==> src/rtl/mispred_pkg.sv <==
package mispred_pkg;

  // Strobes issued by the control unit to the datapath for one cycle
  typedef struct packed {
    logic push;      // store the offered prediction
    logic pop;       // retire the oldest prediction
    logic clear;     // discard every stored prediction
    logic flushSet;  // load the flush pulse and the redirect PC
    logic errSet;    // load the empty-update error pulse
  } ctrlStrobes_t;

endpackage

==> src/rtl/mispred_ctrl.sv <==
module mispred_ctrl
  import mispred_pkg::*;
#(
  parameter int ADDR_W = 32
) (
  input  logic              predValid,
  input  logic              updValid,
  input  logic              updTaken,
  input  logic [ADDR_W-1:0] updTarget,
  input  logic              headTaken,
  input  logic [ADDR_W-1:0] headTarget,
  input  logic              fifoFull,
  input  logic              fifoEmpty,
  output ctrlStrobes_t      strobes
);

  logic dirDiffers;
  logic tgtDiffers;
  logic mismatch;
  logic checkNow;

  always_comb begin
    checkNow   = updValid && !fifoEmpty;
    dirDiffers = headTaken != updTaken;
    tgtDiffers = headTaken && updTaken && (headTarget != updTarget);
    mismatch   = checkNow && (dirDiffers || tgtDiffers);

    strobes          = '0;
    strobes.pop      = checkNow;
    strobes.clear    = mismatch;
    strobes.flushSet = mismatch;
    strobes.errSet   = updValid && fifoEmpty;
    // a prediction younger than a mispredicted branch is discarded too
    strobes.push     = predValid && !fifoFull && !mismatch;
  end

endmodule

==> src/rtl/mispred_datapath.sv <==
module mispred_datapath
  import mispred_pkg::*;
#(
  parameter int ADDR_W = 32,
  parameter int DEPTH  = 8
) (
  input  logic              clk,
  input  logic              rstN,
  input  ctrlStrobes_t      strobes,
  input  logic              predTaken,
  input  logic [ADDR_W-1:0] predTarget,
  input  logic [ADDR_W-1:0] updPc,
  input  logic              updTaken,
  input  logic [ADDR_W-1:0] updTarget,
  output logic              headTaken,
  output logic [ADDR_W-1:0] headTarget,
  output logic              fifoFull,
  output logic              fifoEmpty,
  output logic [$clog2(DEPTH):0] fifoCount,
  output logic              flushOut,
  output logic [ADDR_W-1:0] redirectPc,
  output logic              updErr
);

  localparam int PTR_W = $clog2(DEPTH);

  logic [DEPTH-1:0]  takenMem;
  logic [ADDR_W-1:0] targetMem [DEPTH];
  logic [PTR_W:0]    wrPtr;
  logic [PTR_W:0]    rdPtr;

  always_comb begin
    fifoCount  = wrPtr - rdPtr;
    fifoEmpty  = wrPtr == rdPtr;
    fifoFull   = fifoCount == (PTR_W+1)'(DEPTH);
    headTaken  = takenMem[rdPtr[PTR_W-1:0]];
    headTarget = targetMem[rdPtr[PTR_W-1:0]];
  end

  // storage needs no reset: occupancy is defined by the pointers
  always_ff @(posedge clk) begin
    if (strobes.push) begin
      takenMem[wrPtr[PTR_W-1:0]]  <= predTaken;
      targetMem[wrPtr[PTR_W-1:0]] <= predTarget;
    end
  end

  always_ff @(posedge clk) begin
    if (!rstN) begin
      wrPtr <= '0;
      rdPtr <= '0;
    end else if (strobes.clear) begin
      rdPtr <= wrPtr;
    end else begin
      if (strobes.push) wrPtr <= wrPtr + 1'b1;
      if (strobes.pop)  rdPtr <= rdPtr + 1'b1;
    end
  end

  always_ff @(posedge clk) begin
    if (!rstN) begin
      flushOut   <= 1'b0;
      redirectPc <= '0;
      updErr     <= 1'b0;
    end else begin
      flushOut   <= strobes.flushSet;
      updErr     <= strobes.errSet;
      if (strobes.flushSet)
        redirectPc <= updTaken ? updTarget : updPc + ADDR_W'(4);
      else
        redirectPc <= '0;
    end
  end

endmodule

==> src/rtl/mispred_flush_ctrl.sv <==
module mispred_flush_ctrl
  import mispred_pkg::*;
#(
  parameter int ADDR_W = 32,
  parameter int DEPTH  = 8
) (
  input  logic              clk,
  input  logic              rstN,
  input  logic              predValid,
  input  logic              predTaken,
  input  logic [ADDR_W-1:0] predTarget,
  output logic              predFull,
  input  logic              updValid,
  input  logic [ADDR_W-1:0] updPc,
  input  logic              updTaken,
  input  logic [ADDR_W-1:0] updTarget,
  output logic              flushOut,
  output logic [ADDR_W-1:0] redirectPc,
  output logic              updErr
);

  localparam int CNT_W = $clog2(DEPTH) + 1;

  ctrlStrobes_t      strobes;
  logic              headTaken;
  logic [ADDR_W-1:0] headTarget;
  logic              fifoFull;
  logic              fifoEmpty;
  logic [CNT_W-1:0]  fifoCount;

  mispred_ctrl #(.ADDR_W(ADDR_W)) uCtrl (
    .predValid (predValid),
    .updValid  (updValid),
    .updTaken  (updTaken),
    .updTarget (updTarget),
    .headTaken (headTaken),
    .headTarget(headTarget),
    .fifoFull  (fifoFull),
    .fifoEmpty (fifoEmpty),
    .strobes   (strobes)
  );

  mispred_datapath #(.ADDR_W(ADDR_W), .DEPTH(DEPTH)) uDp (
    .clk       (clk),
    .rstN      (rstN),
    .strobes   (strobes),
    .predTaken (predTaken),
    .predTarget(predTarget),
    .updPc     (updPc),
    .updTaken  (updTaken),
    .updTarget (updTarget),
    .headTaken (headTaken),
    .headTarget(headTarget),
    .fifoFull  (fifoFull),
    .fifoEmpty (fifoEmpty),
    .fifoCount (fifoCount),
    .flushOut  (flushOut),
    .redirectPc(redirectPc),
    .updErr    (updErr)
  );

  assign predFull = fifoFull;

endmodule

==> config.mk <==
export PLATFORM = sky130hd
export DESIGN_NAME = mispred_flush_ctrl
export DESIGN_NICKNAME = d
export VERILOG_FILES = /design/src/rtl/mispred_pkg.sv /design/src/rtl/mispred_ctrl.sv /design/src/rtl/mispred_datapath.sv /design/src/rtl/mispred_flush_ctrl.sv
export SDC_FILE = /design/constraint.sdc
export NUM_CORES = 1
export LEC_CHECK = 0
export ABC_AREA = 0
export BUFFER_PORTS_ARGS = -buffer_cell sky130_fd_sc_hd__clkbuf_2
export CORE_MARGIN = 3
export CORE_UTILIZATION = 30
export DETAILED_ROUTE_END_ITERATION = 16
export MAX_ROUTING_LAYER = met4
export SETUP_SLACK_MARGIN = 0.4
export SYNTH_ARGS = -nofsm -noshare
export SYNTH_HDL_FRONTEND = slang
export SYNTH_SLANG_ARGS = --single-unit
==> constraint.sdc <==
create_clock -name clk -period 14.6 [get_ports clk]
set_clock_uncertainty 0.05 [all_clocks]
set_input_delay 1.46 -clock clk [delete_from_list [all_inputs] [get_ports clk]]
set_output_delay 1.46 -clock clk [all_outputs]
set_load 0.005 [all_outputs]
==> impl_metrics.py <==
metrics = {
    "run_status": {
        "status": "complete, no violations",
    },
    "clock_tree": {
        "clkTransAtPathRegs_ns": 0.06,
        "cts_buffers": 35,
        "cts_setup_buffers": 0,
        "cts.repair.resized": 0,
        "cts_tree": "yes",
        "clock-root-buffer": "clkbuf_16",
        "clk_latency_ns": 0.51,
        "cts.sinks": 309,
        "h-tree-depth": 2,
        "clockBufferDepth": 3,
        "postCtsHoldBufs": 0,
    },
    "timing": {
        "final-setup-viol-count": 0,
        "hold_viol": 0,
        "holdWs_ns": 0.468,
        "worstMarginPinSlew_ns": 0.950,
        "clock.fmax_ghz": 0.192,
        "slew_headroom_pct": 36.7,
        "period_minus_slack_ns": 5.21,
        "grt_setup_unrepaired": "false",
        "slew_violations": 0,
        "fin_setup_tns_ns": 0,
        "fin_crit_sh_pct": 35.7,
    },
    "synthesis": {
        "synth_edf_count": 264,
        "syn_inst": 801,
        "ys_seq_area_share_pct": 69.5,
        "syn_area_sq_um": 12700,
        "async_reset_ff_share_pct": 0,
        "ys_types": 45,
        "synth_top_flop_cell": "edfxtp_1",
        "synth_fp_nets": 910,
        "ys_warn_count": 0,
        "avgSynthCellArea_sq_um": 15.9,
        "synth-seq-cells": 309,
    },
    "global_routing": {
        "grt_pass1_wl_um": 46500,
        "grt_pass1_vias": 7499,
        "overflow": 0,
        "antenna_found_initial": 2,
        "grt.total_usage_pct": 14.3,
        "grt_start_max_net_pins": 58,
    },
    "floorplanning": {
        "start_util_pct": 30.7,
        "die_w_um": 212,
        "die_area_sq_um": 44800,
        "rows": 74,
        "core-area_sq_um": 41300,
        "die_height_um": 212,
        "io_pins": 137,
    },
    "drt": {
        "vias_per_cell": 4.89,
        "vias": 7395,
        "totalWireLength_um": 31600,
        "wl_per_cell_um": 20.9,
        "firstDrtPassIters": 4,
        "drtIter0Drc": 554,
        "drcViolationCount": 0,
        "postRouteAntennaNets": 0,
    },
    "worst_setup_path": {
        "cp_cell_sequence": "buf_4, mux4_2, mux2i_1, xor2_1, nand4_1, nor4_1, a31oi_1, a211oi_2, and2_1, and3b_1, buf_4",
        "r2r_end": "uDp.targetMem[4][11]",
        "cpMaxStageDelayCell": "buf_4",
        "cp_max_fo": 52,
        "end_kind": "flop",
        "worstPathArrival_ns": 5.32,
        "cp.required_ns": 14.71,
        "crit_top_cell": "buf_4",
        "start_kind": "flop",
        "reg2reg_slack_ns": 9.39,
        "ff2ff_path_depth": 11,
        "critical_path.max_stage_delay_ns": 0.71,
        "crit_type": "reg -> reg",
    },
    "hold_path": {
        "hp-start": "uDp.wrPtr[3]",
        "min_path_type": "reg -> reg",
        "hold-path-cell-count": 2,
        "min_to": "uDp.wrPtr[3]",
    },
    "job": {
        "max-cap-violations": 0,
    },
    "finish": {
        "layout.nets": 1062,
        "stdcell_area_sq_um": 15200,
        "synthToLayoutAreaGrowth_pct": 19.6,
        "drive_gt1_share_pct": 25.1,
    },
    "pwr": {
        "powerDensity_nw_per_um2": 158,
        "power_w": 0.00240,
        "leakagePower_nw": 5.25,
        "peakVddDrop_uv": 70.3,
    },
    "placement": {
        "port_buffers": 136,
        "gp_congestion": 0.776,
        "dp_hpwl_um": 21100,
        "placedInstanceArea_sq_um": 14000,
    },
}
[power breakdown]
| group | switching (W) | internal, W |
|---|---|---|
| clock network | 0.000339 | 0.000554 |
| logic | 0.000244 | 0.000199 |
| registers | 0.0000350 | 0.00102 |
| total | 0.000618 | 0.00178 |
[through the flow]
step | utilization [%] | setup slack (ns) | std cells
after global placement | 33.9 | 9.39 | 1448
final | 36.8 | 9.39 | 1512
after CTS | 36.8 | 9.25 | 1510
after global routing | 36.8 | 9.04 | 1512
after detailed placement | 33.9 | 9.27 | 1448
after floorplan | - | 8.99 | 801
[routing by layer]
layer	global-route usage, %	wire (um)
met5	-	0
met1	18.5	13800
met2	23.3	15200
met4	3.83	568
met3	2.76	2020
[Yosys cell counts (5+ instances only)]
cell        n  share of area, %
inv_1       7              0.21
xnor2_1     9              0.62
and3_1     29               1.4
a21oi_1    49               1.9
edfxtp_1  264                62
ha_1        7              0.69
nand4_1    10              0.49
nand3_1    10              0.39
clkbuf_1   12              0.35
o22a_1      8              0.55
buf_2      17              0.67
mux4_2     34               6.0
a22oi_1    31               1.8
xor2_1     31               2.1
nor2b_1     9              0.44
nor2_1     59               1.7
o21ai_0     6              0.24
or3_1       5              0.25
nand2_1    28              0.83
dfxtp_1    45               7.1
mux2i_1    92               7.3
[how the worst max path moves through the flow]
| stage | slack (ns) | startpoint | cells after the start | endpoint |
|---|---|---|---|---|
| after detailed placement | 9.27 | flop | 11 | uDp.takenMem[4] |
| after CTS | 9.25 | flop | 11 | uDp.targetMem[4][11] |
| after floorplan | 8.99 | updTarget[4] | 7 | uDp.takenMem[5] |
| after global routing | 9.04 | flop | 11 | uDp.targetMem[4][11] |
| after global placement | 9.39 | flop | 11 | uDp.takenMem[4] |
| final | 9.39 | flop | 11 | uDp.targetMem[4][11] |
[logic make-up (layout without fill, tap and decap cells)]
logic type                 count (synthesis)  in the layout  synth area share, %
and+or+nand+nor                          173            173                 6.92
muxes                                    127            127                 13.4
AOI/OAI and AO/OA                        102            102                 5.11
DFF                                      309            309                 69.5
xor gates and xnor gates                  40             40                 2.76
adders and majority gates                  7              7                0.690
other                                      0              2                    0
buffers and inverters                     43            220                 1.62
[worst max-delay path, delay by kind of cell (launching register included)]
family	cells	cell delay, ns
buffers and inverters	2	1.18
AO/OA/AOI/OAI	2	0.66
AND/OR/NAND/NOR	4	1.54
multiplexers	2	0.85
flip-flops	1	0.31
XOR/XNOR	1	0.21
[layout make-up]
cell class                 instances  area (sq um)
multi-input combinational        449          3680
clock buffer                      43           958
inverter                           8          30.0
clock inverter                    19           219
antenna                            2          5.00
tap                              532           666
sequential                       309          8830
timing repair buffer             150           786
fill                            3907         26100
[placed cells by master, fill, tap and decap left out, drive strengths merged, types with 6 or more instances in the layout]
master / count
nand4: 10
nor2: 60
and3: 29
edfxtp: 264
nand2: 28
clkinv: 12
a22oi: 31
dfxtp: 45
xnor2: 9
o22a: 8
mux4: 34
xor2: 31
nand3: 11
nor2b: 9
buf: 14
inv: 8
a21oi: 49
clkbuf: 179
mux2i: 92
o21ai: 6
ha: 7
[flip-flops by register name, summed over array words and instances (netlist names), named ones only]
| signal | cells |
|---|---|
| uDp.redirectPc | 32 |
| uDp.targetMem | 256 |
| uDp.flushOut | 1 |
| uDp.takenMem | 8 |
| uDp.wrPtr | 4 |
| uDp.rdPtr | 4 |
| uDp.updErr | 1 |
No activity file was read; power rests on OpenSTA's default activity.
